File: src/rtl/fcg_pkg.sv
// Shared types for the square-wave flow-control generator.
// Assumes: one clock domain, no other package dependencies.
package fcg_pkg;

    // Signalling state carried by the back-channel wave.
    typedef enum logic {
        FC_READY = 1'b0,
        FC_BUSY  = 1'b1
    } fc_mode_e;

endpackage

File: src/rtl/fcg_space_cmp.sv
// Free-space comparator: requests the busy state when the receive FIFO
// has THRESH or fewer free words.
// Assumes: free_words is stable in the clk domain; purely combinational.
module fcg_space_cmp #(
    parameter int FIFO_DEPTH = 64,
    parameter int THRESH     = 18,
    localparam int CNT_W     = $clog2(FIFO_DEPTH + 1)
) (
    input  logic [CNT_W-1:0] free_words,
    output logic             busy_req
);

    generate
        if (THRESH >= FIFO_DEPTH) begin : g_always_busy
            // Threshold at or above capacity: the link can never run.
            assign busy_req = 1'b1;
        end else begin : g_compare
            localparam logic [CNT_W-1:0] THR = CNT_W'(THRESH);
            // Busy when free space is at or below the stop margin.
            assign busy_req = (free_words <= THR);
        end
    endgenerate

endmodule

File: src/rtl/fcg_run_timer.sv
// Run timer: counts cycles within the current output level and flags the
// last cycle of a run, for the length chosen by the current mode.
// Assumes: mode changes only on the edge that ends a run; 1 <= FAST_HALF <= SLOW_HALF.
module fcg_run_timer
    import fcg_pkg::*;
#(
    parameter int SLOW_HALF = 4,
    parameter int FAST_HALF = 1,
    localparam int RUN_W    = $clog2(SLOW_HALF + 1)
) (
    input  logic     clk,
    input  logic     rst_n,
    input  fc_mode_e mode,
    output logic     end_of_run
);

    localparam logic [RUN_W-1:0] SLOW_LAST = RUN_W'(SLOW_HALF - 1);
    localparam logic [RUN_W-1:0] FAST_LAST = RUN_W'(FAST_HALF - 1);

    logic [RUN_W-1:0] run_cnt;
    logic [RUN_W-1:0] last_idx;

    // Select the final count index for the active rate.
    always_comb begin
        last_idx = (mode == FC_BUSY) ? SLOW_LAST : FAST_LAST;
    end

    assign end_of_run = (run_cnt == last_idx);

    // Advance within a run; restart at zero when the run ends.
    always_ff @(posedge clk) begin
        if (!rst_n) begin
            run_cnt <= '0;
        end else if (end_of_run) begin
            run_cnt <= '0;
        end else begin
            run_cnt <= run_cnt + 1'b1;
        end
    end

endmodule

File: src/rtl/fc_square_gen.sv
// Square-wave flow-control generator top: emits a fast square wave when the
// receive FIFO has room and a slow one when space is short. The mode is
// re-evaluated only at run boundaries, so every run is whole.
// Assumes: free_words is in the clk domain; synchronous active-low reset;
// after reset the busy pattern is shown for the first run.
module fc_square_gen
    import fcg_pkg::*;
#(
    parameter int FIFO_DEPTH = 64,
    parameter int THRESH     = 18,
    parameter int SLOW_HALF  = 4,
    parameter int FAST_HALF  = 1,
    localparam int CNT_W     = $clog2(FIFO_DEPTH + 1)
) (
    input  logic             clk,
    input  logic             rst_n,
    input  logic [CNT_W-1:0] free_words,
    output logic             fc_out
);

    fc_mode_e mode_q;
    logic     wave_q;
    logic     busy_req;
    logic     end_of_run;

    fcg_space_cmp #(
        .FIFO_DEPTH (FIFO_DEPTH),
        .THRESH     (THRESH)
    ) u_cmp (
        .free_words (free_words),
        .busy_req   (busy_req)
    );

    fcg_run_timer #(
        .SLOW_HALF  (SLOW_HALF),
        .FAST_HALF  (FAST_HALF)
    ) u_timer (
        .clk        (clk),
        .rst_n      (rst_n),
        .mode       (mode_q),
        .end_of_run (end_of_run)
    );

    // Flip the line level and latch the next mode at the end of each run.
    always_ff @(posedge clk) begin
        if (!rst_n) begin
            mode_q <= FC_BUSY;
            wave_q <= 1'b0;
        end else if (end_of_run) begin
            wave_q <= ~wave_q;
            mode_q <= busy_req ? FC_BUSY : FC_READY;
        end
    end

    assign fc_out = wave_q;

endmodule

File: config.mk
export PLATFORM = sky130hd
export DESIGN_NAME = fc_square_gen
export DESIGN_NICKNAME = d
export VERILOG_FILES = /design/src/rtl/fcg_pkg.sv /design/src/rtl/fcg_space_cmp.sv /design/src/rtl/fcg_run_timer.sv /design/src/rtl/fc_square_gen.sv
export SDC_FILE = /design/constraint.sdc
export NUM_CORES = 1
export LEC_CHECK = 0
export BUFFER_PORTS_ARGS = -buffer_cell sky130_fd_sc_hd__buf_2
export CAP_MARGIN = 20
export CORE_AREA = 5 5 42 44
export CTS_BUF_LIST = sky130_fd_sc_hd__clkbuf_4 sky130_fd_sc_hd__clkbuf_8
export DETAILED_ROUTE_END_ITERATION = 8
export DIE_AREA = 0 0 47 49
export HOLD_SLACK_MARGIN = 0.15
export PLACE_DENSITY = 0.47
export SYNTH_ARGS = -nofsm -noshare
export SYNTH_HDL_FRONTEND = slang
export SYNTH_SLANG_ARGS = --single-unit
File: constraint.sdc
create_clock -name clk -period 1.5 [get_ports clk]
set_input_delay 0.075 -clock clk [delete_from_list [all_inputs] [get_ports clk]]
set_output_delay 0.075 -clock clk [all_outputs]
set_load 0.1 [all_outputs]
==> results.json, run 1 <==
{
  "synth_xor_area_share_pct": 3.98,
  "final_common_cell": "buf_2",
  "synthCells": 23,
  "grt_pass1_wl_microns": 765,
  "final_cell_mix": "9 x buf_2, 5 x dfxtp_1, 4 x clkbuf_4, 3 x nor2_1, 3 x dlygate4sd3_1",
  "final.setup.tns_ns": 0,
  "crit_path_end_kind": "register",
  "synthesis.nets": 33,
  "hold_viol": 0,
  "wirelength_microns": 508,
  "ys_seq_area_share_pct": 45.5,
  "timing.fmax_ghz": 0.748,
  "overflow": 0,
  "holdWs_ns": 0.242,
  "rr_startpoint": "mode_q",
  "synth-simple-area-share_pct": 25.6,
  "path_class": "reg -> reg",
  "yosys_warnings": 0,
  "post-route-period-util_pct": 89.1,
  "finalNonFillerCells": 55,
  "drt-vias-per-instance": 4.04,
  "multi_input_area_sq_um": 113,
  "placementRows": 14,
  "ff2ff_path_depth": 3,
  "wl_per_cell_microns": 9.24,
  "post-place-cells": 48,
  "cp.arrival_ns": 1.47,
  "dieArea_sq_um": 2300,
  "clock_skew_ns": 0.00196,
  "clk_pin_slew_worst_paths_ns": 0.04,
  "diodes": 0,
  "synth_top_area_share_pct": 45.5,
  "ys_types": 16,
  "post-route-min-period_ns": 1.34,
  "first_pass_iters": 4,
  "avgSynthCellArea_sq_um": 9.57,
  "cts_htree_levels": 1,
  "clock-sinks": 5,
  "port_buffers": 9,
  "slew_violations": 0,
  "regArea_sq_um": 100,
  "synth_compound_area_share_pct": 15.9,
  "critPathLaunchType": "register",
  "status": "complete, no violations",
  "drt-initial-drc-count": 3,
  "postRouteAntennaNets": 0,
  "vdd_ir_drop_max_mv": 0.509,
  "dpl.hpwl_microns": 377,
  "r2r-end": "fc_out",
  "track_usage_pct": 4.92,
  "synth_top_cell_by_area": "dfxtp_1",
  "chipHeight_microns": 49,
  "drc": 0,
  "grt_setup_unrepaired": "no",
  "hold_path_end": "mode_q",
  "max_cap_viol_count": 0,
  "synthAdderAreaFrac_pct": 5.68,
  "slew_headroom_pct": 67.9,
  "cts-root-buf": "clkbuf_4",
  "hold_path_depth": 4,
  "initial_utilization_pct": 15.7,
  "grt_max_degree": 6,
  "pin_count": 10,
  "synth_top_family_by_area": "simple AND/OR/NAND/NOR gates",
  "gp_congestion": 0.657,
  "grt_pass1_vias": 212,
  "clockBufferDepth": 2,
  "clk_latency_ns": 0.24,
  "ys_seq_elements": 5,
  "min_from": "free_words[4]",
  "core_sq_um": 1400,
  "path_max_fanout": 4,
  "area_growth_pct": 56.8,
  "leakage_nw": 0.161,
  "r2r_slack_ns": 0.16,
  "crit_required_ns": 1.63,
  "nFillCells": 164,
  "worst_pin_slew_ns": 0.484,
  "cts_tree": "yes",
  "chipWidth_microns": 47,
  "synth_area_leaders": "dfxtp_1 45%, ha_1 5.7%, and3_4 5.1%",
  "fin_util_pct": 24.6,
  "min_path_type": "in -> reg",
  "antenna_found_initial": 0,
  "fin_nets": 50,
  "numCtsBuffers": 3,
  "setup_viol": 0,
  "vias": 222,
  "drive_gt1_share_pct": 38.5,
  "syn-cell-area_sq_um": 220,
  "power_density_nw_per_um2": 1280,
  "synth_mux_area_share_pct": 0,
  "finalPower_mw": 0.442
}
Yosys cell counts:
cell	n
o311ai_0	1
xnor2_1	1
o22ai_1	1
inv_1	2
nand3_1	1
o21a_1	1
a211oi_1	1
or4_4	1
ha_1	1
nor2_1	3
dfxtp_1	5
nor3_1	1
a21oi_1	1
nand2_1	1
and3_4	1
nand4b_1	1
critical path: stages (launching register included):
cell and delay (ns):
dfxtp_1 0.32, or4_4 0.54, and3_4 0.19, o21a_1 0.17
how the worst max path moves through the flow:
stage	start	to	slack, ns	cells past startpoint
finish	mode_q	fc_out	0.16	3
global route	mode_q	fc_out	0.13	3
CTS	mode_q	fc_out	0.16	3
detailed placement	mode_q	fc_out	0.17	3
global placement	mode_q	fc_out	0.18	3
floorplan	fc_out	fc_out	0.06	2
per-layer routing:
metal  global-route usage [%]  up-vias  wire [microns]  part of all wire, %
met5                        0        -               0                    0
met2                     6.33       12             183                   36
li1                         -      117               -                    -
met1                     5.03       90             229                   45
met3                     2.58        3              73                   14
met4                     5.53        0              22                  4.3
area by class of cell:
type / count / area share [%]
clock buffer: 4 / 8.70
sequential: 5 / 29.0
inverter: 2 / 2.17
tap: 16 / 5.80
multi-input combinational: 16 / 32.6
timing repair buffer: 12 / 21.7
where the power goes:
part | total, mW | internal [mW] | leakage (nW) | switching [mW]
clock | 0.173 | 0.119 | 0.0184 | 0.0543
combinational | 0.0983 | 0.0430 | 0.102 | 0.0553
sequential | 0.171 | 0.152 | 0.0410 | 0.0189
logic make-up (layout without fill, tap and decap cells):
logic type                 after synthesis  in the layout
AOI/OAI and AO/OA                        5              5
DFF                                      5              5
adders and majority gates                1              1
xor gates and xnor gates                 1              1
and+or+nand+nor                          9              9
buffers and inverters                    2             18
per-stage QoR:
stage	setup WS (ns)	area, sq um
2_1_floorplan	0.0636	220
3_3_place_gp	0.177	285
3_5_place_dp	0.170	285
4_1_cts	0.162	345
5_1_grt	0.129	345
6_report	0.164	345
sequential cells by signal, indices dropped and copies added (netlist names):
name             count
mode_q               1
fc_out               1
u_timer.run_cnt      3
timing repair:
| action | CTS | global route |
|---|---|---|
| setup buffers | 0 | 0 |
| gates resized for setup | 0 | 0 |
| endpoints found under the hold margin | 2 | 0 |
| hold buffers | 3 | 0 |
Power figures use the tool's default switching activity.
==> run 2, diff against run 1 <==
--- a/config.mk
+++ b/config.mk
@@ -12,7 +12,7 @@
 export DETAILED_ROUTE_END_ITERATION = 8
 export DIE_AREA = 0 0 47 49
 export HOLD_SLACK_MARGIN = 0.15
-export PLACE_DENSITY = 0.47
+export PLACE_DENSITY = 0.36
 export SYNTH_ARGS = -nofsm -noshare
 export SYNTH_HDL_FRONTEND = slang
 export SYNTH_SLANG_ARGS = --single-unit
==> constraint.sdc (replaced) <==
create_clock -name clk -period 1.31 [get_ports clk]
set_input_delay 0.0655 -clock clk [delete_from_list [all_inputs] [get_ports clk]]
set_output_delay 0.0655 -clock clk [all_outputs]
set_load 0.1 [all_outputs]
==> run 2 against run 1 <==
Global-route usage up 1.1 points; cell area grew 15%; hold slack worse by 0.045 ns; clock skew is 0.00072 ns higher; die area stayed put; clock-buffer cell count unchanged; largest cell class unchanged; largest power group unchanged.
==> results.json, run 2 (same netlist as run 1, synthesis figures left out) <==
{
  "crit_start": "mode_q",
  "regMostFlops": "u_timer.run_cnt",
  "clockBufferDepth": 2,
  "chipHeight_microns": 49,
  "slew_violations": 0,
  "final_common_cell": "buf_2",
  "first_pass_iters": 2,
  "largest_reg_flops": 3,
  "setup_viol": 0,
  "clk_pin_slew_worst_paths_ns": 0.04,
  "leakage_nw": 0.191,
  "top_usage_layer": "met2",
  "path_class": "reg -> reg",
  "finalNonFillerCells": 60,
  "grt_pass1_wl_microns": 917,
  "dpl_cell_area_sq_um": 324,
  "post-place-cells": 53,
  "power_density_nw_per_um2": 1360,
  "hold_path_depth": 4,
  "path_delay_family": "simple AND/OR/NAND/NOR gates",
  "path_max_fanout": 2,
  "cts-root-buf": "clkbuf_4",
  "core_sq_um": 1400,
  "worst-path-stages": 3,
  "worst_pin_slew_ns": 0.486,
  "drt-vias-per-instance": 4.00,
  "wl_per_cell_microns": 9.40,
  "crit_path_end_kind": "register",
  "final.setup.tns_ns": 0,
  "vias": 240,
  "drc": 0,
  "diodes": 0,
  "cpMaxStageDelayCell": "or4_4",
  "gp_congestion": 0.623,
  "area_growth_pct": 80.1,
  "drive_gt1_share_pct": 52.3,
  "max_cap_viol_count": 0,
  "hold_viol": 0,
  "port_buffers": 9,
  "post-route-min-period_ns": 1.30,
  "holdWs_ns": 0.198,
  "chipWidth_microns": 47,
  "cp_num_buf_inv": 0,
  "min_from": "free_words[4]",
  "fin_util_pct": 28.3,
  "postRouteAntennaNets": 0,
  "antenna_found_initial": 0,
  "crit_required_ns": 1.44,
  "grt_setup_unrepaired": "yes",
  "path_cells": "or4_4 -> and3_4 -> o21a_1",
  "slew_headroom_pct": 67.8,
  "rr_startpoint": "mode_q",
  "post-place-ws_ns": -0.00322,
  "clock_skew_ns": 0.00268,
  "wirelength_microns": 564,
  "vdd_ir_drop_max_mv": 0.476,
  "gr-usage-met1_pct": 5.51,
  "nFillCells": 162,
  "final_cell_mix": "9 x buf_2, 4 x clkbuf_4, 4 x dfxtp_1, 4 x buf_4",
  "numCtsBuffers": 3,
  "critPathLaunchType": "register",
  "finalPower_mw": 0.539,
  "overflow": 0,
  "critPathMaxStageDelay_ns": 0.54,
  "initial_utilization_pct": 15.7,
  "post_cts_buffers": 0,
  "min_path_type": "in -> reg",
  "cts_tree": "yes",
  "fin_area_sq_um": 397,
  "status": "complete, no violations",
  "pin_count": 10,
  "ff2ff_path_depth": 3,
  "clk_latency_ns": 0.24,
  "fin_nets": 55,
  "dieArea_sq_um": 2300,
  "fin_ws_ns": 0.0114,
  "use_met2_pct": 7.92,
  "grt_util_met3_pct": 4.80,
  "cts_htree_levels": 1,
  "drt-initial-drc-count": 1,
  "placementRows": 14,
  "cp.arrival_ns": 1.43,
  "grt_pass1_vias": 249,
  "post-route-period-util_pct": 99.1,
  "grt_max_degree": 5,
  "clock-sinks": 5,
  "timing.fmax_ghz": 0.770,
  "track_usage_pct": 5.99
}
[run 2: worst reg2reg max path: cells and delay by family, from the launching register on]
family,cells,cell delay [ns]
AO/OA/AOI/OAI,1,0.17
AND/OR/NAND/NOR,2,0.70
flip-flops,1,0.31
[run 2: final cells by class]
| type | instances | area (sq um) | area share [%] |
|---|---|---|---|
| clock buffers | 4 | 30.0 | 7.57 |
| inverters | 2 | 7.51 | 1.89 |
| multi-input cells | 16 | 121 | 30.6 |
| flip-flops and latches | 5 | 101 | 25.6 |
| well taps | 16 | 20.0 | 5.05 |
| repair buffers | 17 | 116 | 29.3 |
[run 2: power breakdown]
group | total (mW) | internal [mW] | switching (mW) | leakage, nW
registers | 0.188 | 0.175 | 0.0130 | 0.0415
logic | 0.154 | 0.0739 | 0.0801 | 0.131
clock network | 0.196 | 0.136 | 0.0606 | 0.0184
total | 0.539 | 0.385 | 0.154 | 0.191
[run 2: per-layer routing]
metal,wire length (microns),up-vias
met4,0,0
li1,-,125
met3,35,0
met2,282,3
met1,246,112
met5,0,-
[run 2: worst paths after layout]
path | slack [ns] | to
hold / removal | 0.20 | mode_q
setup / recovery | 0.01 | fc_out
hold reg to reg | 0.54 | u_timer.run_cnt[0]
setup reg to reg | 0.01 | fc_out
[run 2: repair_timing]
| action | CTS | global route |
|---|---|---|
| gates resized for setup | 1 | 2 |
| pin swaps | 2 | 1 |
| hold buffers | 3 | 0 |
| cloned | 0 | 0 |
| endpoints found under the setup margin | 1 | 4 |
| endpoints found under the hold margin | 3 | 0 |
